### src/rtl/ptb_pkg.sv
package ptb_pkg;

    typedef enum logic [2:0] {
        REG_CTRL  = 3'd0,
        REG_PHASE = 3'd1,
        REG_PRD   = 3'd2,
        REG_CMPA  = 3'd3,
        REG_CMPB  = 3'd4,
        REG_CMD   = 3'd5
    } reg_addr_e;

    // Control word, bit 0 is phase_en
    typedef struct packed {
        logic gated_load;
        logic syncout_zero;
        logic dir_up;
        logic phase_en;
    } ctrl_t;

    localparam int CTRL_W     = $bits(ctrl_t);
    localparam int CMD_ARM    = 0;
    localparam int CMD_SWSYNC = 1;
    localparam int N_CMP      = 2;

    function automatic logic hit(input logic en, input logic [2:0] addr,
                                 input reg_addr_e target);
        return en && (addr == target);
    endfunction

endpackage

### src/rtl/ptb_regs.sv
module ptb_regs
    import ptb_pkg::*;
#(
    parameter int CNT_W    = 16,
    parameter int RST_PRD  = 10,
    parameter int RST_CMPA = 4,
    parameter int RST_CMPB = 7
) (
    input  logic                        clk,
    input  logic                        rst,
    input  logic                        wr_en,
    input  logic [2:0]                  wr_addr,
    input  logic [CNT_W-1:0]            wr_data,
    input  logic                        at_zero,
    output ctrl_t                       ctrl_q,
    output ctrl_t                       ctrl_eff,
    output logic [CNT_W-1:0]            phase_eff,
    output logic [CNT_W-1:0]            prd_act,
    output logic [N_CMP-1:0][CNT_W-1:0] cmp_act,
    output logic                        sw_sync,
    output logic                        armed,
    output logic                        ld_go
);
    localparam logic [CNT_W-1:0] PRD_INIT = CNT_W'(RST_PRD);

    logic [CNT_W-1:0] phase_q;
    logic [CNT_W-1:0] prd_sh;
    logic             wr_cmd;

    // Control and phase are live: a same-cycle write bypasses the flop
    assign ctrl_eff  = hit(wr_en, wr_addr, REG_CTRL) ? ctrl_t'(wr_data[CTRL_W-1:0]) : ctrl_q;
    assign phase_eff = hit(wr_en, wr_addr, REG_PHASE) ? wr_data : phase_q;
    assign wr_cmd    = hit(wr_en, wr_addr, REG_CMD);
    assign ld_go     = at_zero && (!ctrl_q.gated_load || armed);

    always_ff @(posedge clk) begin
        if (rst) begin
            ctrl_q  <= '0;
            phase_q <= '0;
            sw_sync <= 1'b0;
            armed   <= 1'b0;
            prd_sh  <= PRD_INIT;
            prd_act <= PRD_INIT;
        end else begin
            ctrl_q  <= ctrl_eff;
            phase_q <= phase_eff;
            sw_sync <= wr_cmd && wr_data[CMD_SWSYNC];
            if (ld_go && ctrl_q.gated_load)
                armed <= 1'b0;
            else if (wr_cmd && wr_data[CMD_ARM])
                armed <= 1'b1;
            if (hit(wr_en, wr_addr, REG_PRD))
                prd_sh <= wr_data;
            if (ld_go)
                prd_act <= prd_sh;
        end
    end

    for (genvar g = 0; g < N_CMP; g++) begin : g_cmp
        localparam logic [CNT_W-1:0] CMP_INIT = CNT_W'((g == 0) ? RST_CMPA : RST_CMPB);
        localparam reg_addr_e        CMP_ADDR = (g == 0) ? REG_CMPA : REG_CMPB;
        logic [CNT_W-1:0] sh_q;
        always_ff @(posedge clk) begin
            if (rst) begin
                sh_q       <= CMP_INIT;
                cmp_act[g] <= CMP_INIT;
            end else begin
                if (hit(wr_en, wr_addr, CMP_ADDR))
                    sh_q <= wr_data;
                if (ld_go)
                    cmp_act[g] <= sh_q;
            end
        end
    end

endmodule

### src/rtl/ptb_counter.sv
module ptb_counter #(
    parameter int CNT_W = 16
) (
    input  logic             clk,
    input  logic             rst,
    input  logic             reload,
    input  logic [CNT_W-1:0] phase,
    input  logic             dir_in,
    input  logic [CNT_W-1:0] prd,
    output logic [CNT_W-1:0] cnt,
    output logic             up
);
    logic [CNT_W-1:0] cnt_d;
    logic             up_d;

    always_comb begin
        cnt_d = cnt;
        up_d  = up;
        if (reload) begin
            cnt_d = phase;
            up_d  = dir_in;
        end else if (up) begin
            if (cnt >= prd) begin
                cnt_d = (prd == '0) ? '0 : cnt - 1'b1;
                up_d  = 1'b0;
            end else begin
                cnt_d = cnt + 1'b1;
            end
        end else begin
            if (cnt == '0) begin
                cnt_d = (prd == '0) ? '0 : {{(CNT_W-1){1'b0}}, 1'b1};
                up_d  = 1'b1;
            end else begin
                cnt_d = cnt - 1'b1;
            end
        end
    end

    always_ff @(posedge clk) begin
        if (rst) begin
            cnt <= '0;
            up  <= 1'b1;
        end else begin
            cnt <= cnt_d;
            up  <= up_d;
        end
    end

endmodule

### src/rtl/ptb_events.sv
module ptb_events
    import ptb_pkg::*;
#(
    parameter int CNT_W = 16
) (
    input  logic [CNT_W-1:0]            cnt,
    input  logic                        up,
    input  logic [CNT_W-1:0]            prd,
    input  logic [N_CMP-1:0][CNT_W-1:0] cmp,
    output logic                        ev_zero,
    output logic                        ev_prd,
    output logic [N_CMP-1:0]            ev_up,
    output logic [N_CMP-1:0]            ev_dn
);
    assign ev_zero = (cnt == '0);
    assign ev_prd  = (cnt == prd);

    for (genvar g = 0; g < N_CMP; g++) begin : g_match
        logic eq;
        assign eq       = (cnt == cmp[g]);
        assign ev_up[g] = eq && up;
        assign ev_dn[g] = eq && !up;
    end

endmodule

### src/rtl/ptb_timebase.sv
module ptb_timebase
    import ptb_pkg::*;
#(
    parameter int CNT_W    = 16,
    parameter int RST_PRD  = 10,
    parameter int RST_CMPA = 4,
    parameter int RST_CMPB = 7
) (
    input  logic             clk,
    input  logic             rst,
    input  logic             wr_en,
    input  logic [2:0]       wr_addr,
    input  logic [CNT_W-1:0] wr_data,
    input  logic             sync_in,
    output logic             sync_out,
    output logic [CNT_W-1:0] count,
    output logic             count_up,
    output logic             ev_zero,
    output logic             ev_prd,
    output logic             ev_cmpa_up,
    output logic             ev_cmpa_dn,
    output logic             ev_cmpb_up,
    output logic             ev_cmpb_dn
);
    ctrl_t                       ctrl_q;
    ctrl_t                       ctrl_eff;
    logic [CNT_W-1:0]            phase_eff;
    logic [CNT_W-1:0]            prd_act;
    logic [N_CMP-1:0][CNT_W-1:0] cmp_act;
    logic                        sw_sync;
    logic                        armed;
    logic                        ld_go;
    logic                        reload;
    logic                        dir_eff;
    logic                        gated;
    logic                        so_en;
    logic [N_CMP-1:0]            ev_up;
    logic [N_CMP-1:0]            ev_dn;

    ptb_regs #(
        .CNT_W(CNT_W), .RST_PRD(RST_PRD), .RST_CMPA(RST_CMPA), .RST_CMPB(RST_CMPB)
    ) u_regs (
        .clk(clk), .rst(rst), .wr_en(wr_en), .wr_addr(wr_addr), .wr_data(wr_data),
        .at_zero(ev_zero), .ctrl_q(ctrl_q), .ctrl_eff(ctrl_eff), .phase_eff(phase_eff),
        .prd_act(prd_act), .cmp_act(cmp_act), .sw_sync(sw_sync), .armed(armed),
        .ld_go(ld_go)
    );

    assign dir_eff = ctrl_eff.dir_up;
    assign gated   = ctrl_q.gated_load;
    assign so_en   = ctrl_q.syncout_zero;
    assign reload  = ctrl_eff.phase_en && (sync_in || sw_sync);

    ptb_counter #(.CNT_W(CNT_W)) u_cnt (
        .clk(clk), .rst(rst), .reload(reload), .phase(phase_eff), .dir_in(dir_eff),
        .prd(prd_act), .cnt(count), .up(count_up)
    );

    ptb_events #(.CNT_W(CNT_W)) u_ev (
        .cnt(count), .up(count_up), .prd(prd_act), .cmp(cmp_act),
        .ev_zero(ev_zero), .ev_prd(ev_prd), .ev_up(ev_up), .ev_dn(ev_dn)
    );

    assign ev_cmpa_up = ev_up[0];
    assign ev_cmpa_dn = ev_dn[0];
    assign ev_cmpb_up = ev_up[1];
    assign ev_cmpb_dn = ev_dn[1];
    assign sync_out   = (so_en && ev_zero) || sw_sync;

endmodule

### config.mk
export PLATFORM = sky130hd
export DESIGN_NAME = ptb_timebase
export DESIGN_NICKNAME = d
export VERILOG_FILES = /design/src/rtl/ptb_pkg.sv /design/src/rtl/ptb_regs.sv /design/src/rtl/ptb_counter.sv /design/src/rtl/ptb_events.sv /design/src/rtl/ptb_timebase.sv
export SDC_FILE = /design/constraint.sdc
export NUM_CORES = 1
export LEC_CHECK = 0
export BUFFER_PORTS_ARGS = -buffer_cell sky130_fd_sc_hd__buf_2
export CORE_MARGIN = 3
export CORE_UTILIZATION = 57
export DETAILED_ROUTE_END_ITERATION = 12
export PLACE_DENSITY = 0.86
export SLEW_MARGIN = 20
export SYNTH_ARGS = -nofsm -noshare
export SYNTH_HDL_FRONTEND = slang
export SYNTH_SLANG_ARGS = --single-unit
### constraint.sdc
create_clock -name clk -period 3.9 [get_ports clk]
set_clock_uncertainty 0.2 [all_clocks]
set_input_delay 0.585 -clock clk [delete_from_list [all_inputs] [get_ports clk]]
set_output_delay 0.585 -clock clk [all_outputs]
set_load 0.1 [all_outputs]
==> results_dict.tcl <==
set metrics [dict create \
    std_cell_rows 37 \
    maxCapViolations 0 \
    pin_count_of_the_biggest_net_entering_global_routing 80 \
    number_of_antenna_violations_at_the_first_check_in_global_routing 0 \
    drt-wirelength-per-cell_um 18.24 \
    fmax_mhz 284.4 \
    timing.final.crit_share_pct 90.16 \
    cp_slowest_stage_delay_ns 0.66 \
    cts_root_buf "clkbuf_8" \
    finalSetupTns_ns 0 \
    static-leakage-power_uw 0.002658 \
    area_growth_syn_to_layout_pct 14.72 \
    end_kind "output pin" \
    worst_r2r_startpoint "u_cnt.cnt[0]" \
    vias 5753 \
    synth-edff-count 0 \
    final_wtd_congestion 0.8766 \
    route.detailed.drc 0 \
    worstPathRequired_ns 3.12 \
    power.density_nw_per_um2 790.6 \
    number_of_buffers_inserted_for_hold_repair_after_clock_tree_synthesis 0 \
    final.fill_count 827 \
    worst_hold_path_type "in -> reg" \
    antenna_left 0 \
    fp.coreArea_sq_um 10510 \
    slew_headroom_pct 26.03 \
    cts_htree_levels 4 \
    reg2reg_setup_slack_ns 0.66 \
    distinct_cells_synth 50 \
    first_pass_iters 5 \
    setup.worst_path.start_class "flop" \
    die_height_um 110.8 \
    synth-seq-cells 135 \
    num-nets-final 863 \
    min_delay_path_depth 3 \
    crit_path_top_delay_cell "or4_4" \
    worst_skew_pair_latency_ns 0.52 \
    final_report_hold_violation_count 0 \
    mappedNetlistNets 846 \
    timing.final.max_slew_violations 0 \
    r2r.worst_path.cells 9 \
    timing.hold.worst.start "wr_data[7]" \
    fin_cells 970 \
    drive_above_1_share_pct 11.51 \
    final_core_utilization_pct 68.29 \
    routed_wl_um 17700 \
    pin_count 47 \
    syn-cell-area_sq_um 6256 \
    worstPathBufferInverterCount 1 \
    tritoncts "built" \
    grt_remaining_overflow 0 \
    critPathArrivalTime_ns 2.73 \
    cts_post_setup_buffers_inserted 0 \
    avgSynthCellArea_sq_um 7.781 \
    average_via_count_per_standard_cell 5.931 \
    synth_flop_cell "dfxtp_1" \
    clk_pin_slew_ns 0.06 \
    seq_area_frac_synth_pct 43.20 \
    timing_worst_slew_pin_value_ns 1.106 \
    worst_path_dominant_cell_family "simple AND/OR/NAND/NOR gates" \
    worstHoldEndpoint "u_regs.g_cmp[0].sh_q[7]" \
    total_power_uw 5674 \
    cts_resized 0 \
    crit_path_class "reg -> out" \
    dr.first_iter.drc_count 682 \
    grt_pass1_wl_um 28930 \
    floorplan.die_area_sq_um 12270 \
    global_route.usage.total_pct 29.29 \
    dp_cells 938 \
    cts_sinks 135 \
    buffer_ports.inserted 46 \
    setup_viol 0 \
    vdd_drop_max_uv 711.9 \
    synthesis.instances 804 \
    ys_warn_count 0 \
    num_cts_buffers 17 \
    async_sr_flop_fraction_pct 0 \
    dp_hpwl_um 11240 \
    start_util_pct 59.53 \
    critical_path.max_fanout 15 \
    rsz0062_at_grt "no" \
    cp_cell_sequence "or4_4 > nand2b_4 > nor2_4 > a21o_1 > buf_2" \
    die_width_um 110.8 \
    run_status "completed" \
    critical_path.reg2reg.endpoint "u_cnt.cnt[7]" \
    num_antenna_cells 0 \
    ctsLongestPathBuffers 2 \
    first_global_vias 5614 \
    finalCriticalPeriod_ns 3.516 \
]
cell type report:
class	count	area, sq um	share of cell area [%]
repair buffers	52	277.8	3.870
multi-input cells	592	3257	45.38
clock inverters	11	244.0	3.400
well taps	136	170.2	2.371
clock buffers	21	439.2	6.119
flip-flops and latches	135	2703	37.66
inverters	23	86.33	1.203
registers in the layout, summed over array words and instances (netlist names), 4 cells and up:
register / cells
u_regs.ctrl_q: 4
u_regs.cmp_act: 32
u_regs.g_cmp.sh_q: 32
u_regs.phase_q: 16
u_regs.prd_act: 16
u_cnt.cnt: 16
u_regs.prd_sh: 16
synthesized netlist by cell type, types with 3 or more instances:
cell type	instances	area, sq um
clkbuf_1	44	165.2
nor2_1	32	120.1
buf_2	6	30.03
ha_1	19	237.7
and4_1	3	26.28
a211oi_1	3	22.52
dfxtp_1	135	2703
or2_2	4	25.02
nor4_1	9	56.30
xnor2_1	40	350.3
a21oi_1	110	550.5
or3_1	4	25.02
o21ai_0	16	80.08
xor2_1	7	61.31
and3_1	4	25.02
inv_1	23	86.33
nor3_1	8	40.04
mux2i_1	15	150.1
nand4_1	17	106.4
nand3_1	11	55.05
nand3b_1	12	90.09
nand2_1	245	919.6
per-stage QoR:
step / setup slack (ns) / instance area (sq um) / hold WS (ns)
3_5_place_dp: 0.7499 / 6494 / 0.2465
3_3_place_gp: 0.9071 / 6494 / 0.2419
4_1_cts: 0.4125 / 7177 / 0.1535
6_report: 0.3839 / 7177 / 0.1671
5_1_grt: 0.2940 / 7177 / 0.1662
2_1_floorplan: 0.1198 / 6264 / 0.2353
tightest hold or removal path, cell delays in order:
cell     delay, ns
buf_2         0.14
nand2_1       0.06
a21oi_1       0.05
power by group:
| part | leakage, uW | internal [uW] | switching (uW) |
|---|---|---|---|
| Sequential | 0.00109 | 1490 | 263 |
| Combinational | 0.00124 | 673 | 1390 |
| Clock | 0.000327 | 1250 | 607 |
| Total | 0.00266 | 3420 | 2260 |
layer usage:
metal | wire length, um | track usage [%] | vias to the layer above
met3 | 1773 | 6.878 | 58
li1 | - | - | 2699
met5 | 0 | 0 | -
met1 | 7093 | 38.36 | 2695
met2 | 8214 | 46.56 | 301
met4 | 613 | 12.07 | 0
layout by cell type (no fill, tap or decap), types with 3 or more instances in the layout:
| cell type | instances |
|---|---|
| a21oi_1 | 110 |
| nor3_1 | 8 |
| mux2i_1 | 15 |
| nor2_1 | 31 |
| or3_1 | 4 |
| ha_1 | 19 |
| nand4_1 | 17 |
| nand3_1 | 11 |
| bufinv_16 | 7 |
| nand3b_1 | 12 |
| nand2_1 | 245 |
| inv_1 | 23 |
| buf_2 | 45 |
| or2_2 | 4 |
| a211oi_1 | 3 |
| clkbuf_16 | 16 |
| xnor2_1 | 40 |
| clkbuf_1 | 3 |
| o21ai_0 | 16 |
| and3_1 | 4 |
| buf_4 | 7 |
| xor2_1 | 7 |
| nor4_1 | 9 |
| and4_1 | 3 |
| dfxtp_1 | 135 |
how the worst max path moves through the flow:
stage                  startpoint             to  slack, ns  cells after the start
CTS                  u_cnt.cnt[7]       sync_out       0.41                      5
global placement       wr_addr[2]  u_cnt.cnt[13]       0.91                      8
finish               u_cnt.cnt[7]       sync_out       0.38                      5
detailed placement     wr_addr[2]   u_cnt.cnt[9]       0.75                      8
floorplan            u_cnt.cnt[9]       sync_out       0.12                      5
global route        u_cnt.cnt[13]         ev_prd       0.29                      6
logic make-up (layout without fill, tap and decap cells):
group                      count (synthesis)  after routing  synth area share, %
and+or+nand+nor                          365            365                26.04
xor gates and xnor gates                  47             47                6.580
DFF                                      135            135                43.20
adders and majority gates                 19             19                3.800
buffers and inverters                     77            107                4.920
AOI/OAI and AO/OA                        145            145                12.88
muxes                                     16             16                2.580
Note: power is estimated with default switching activity, not from simulation.
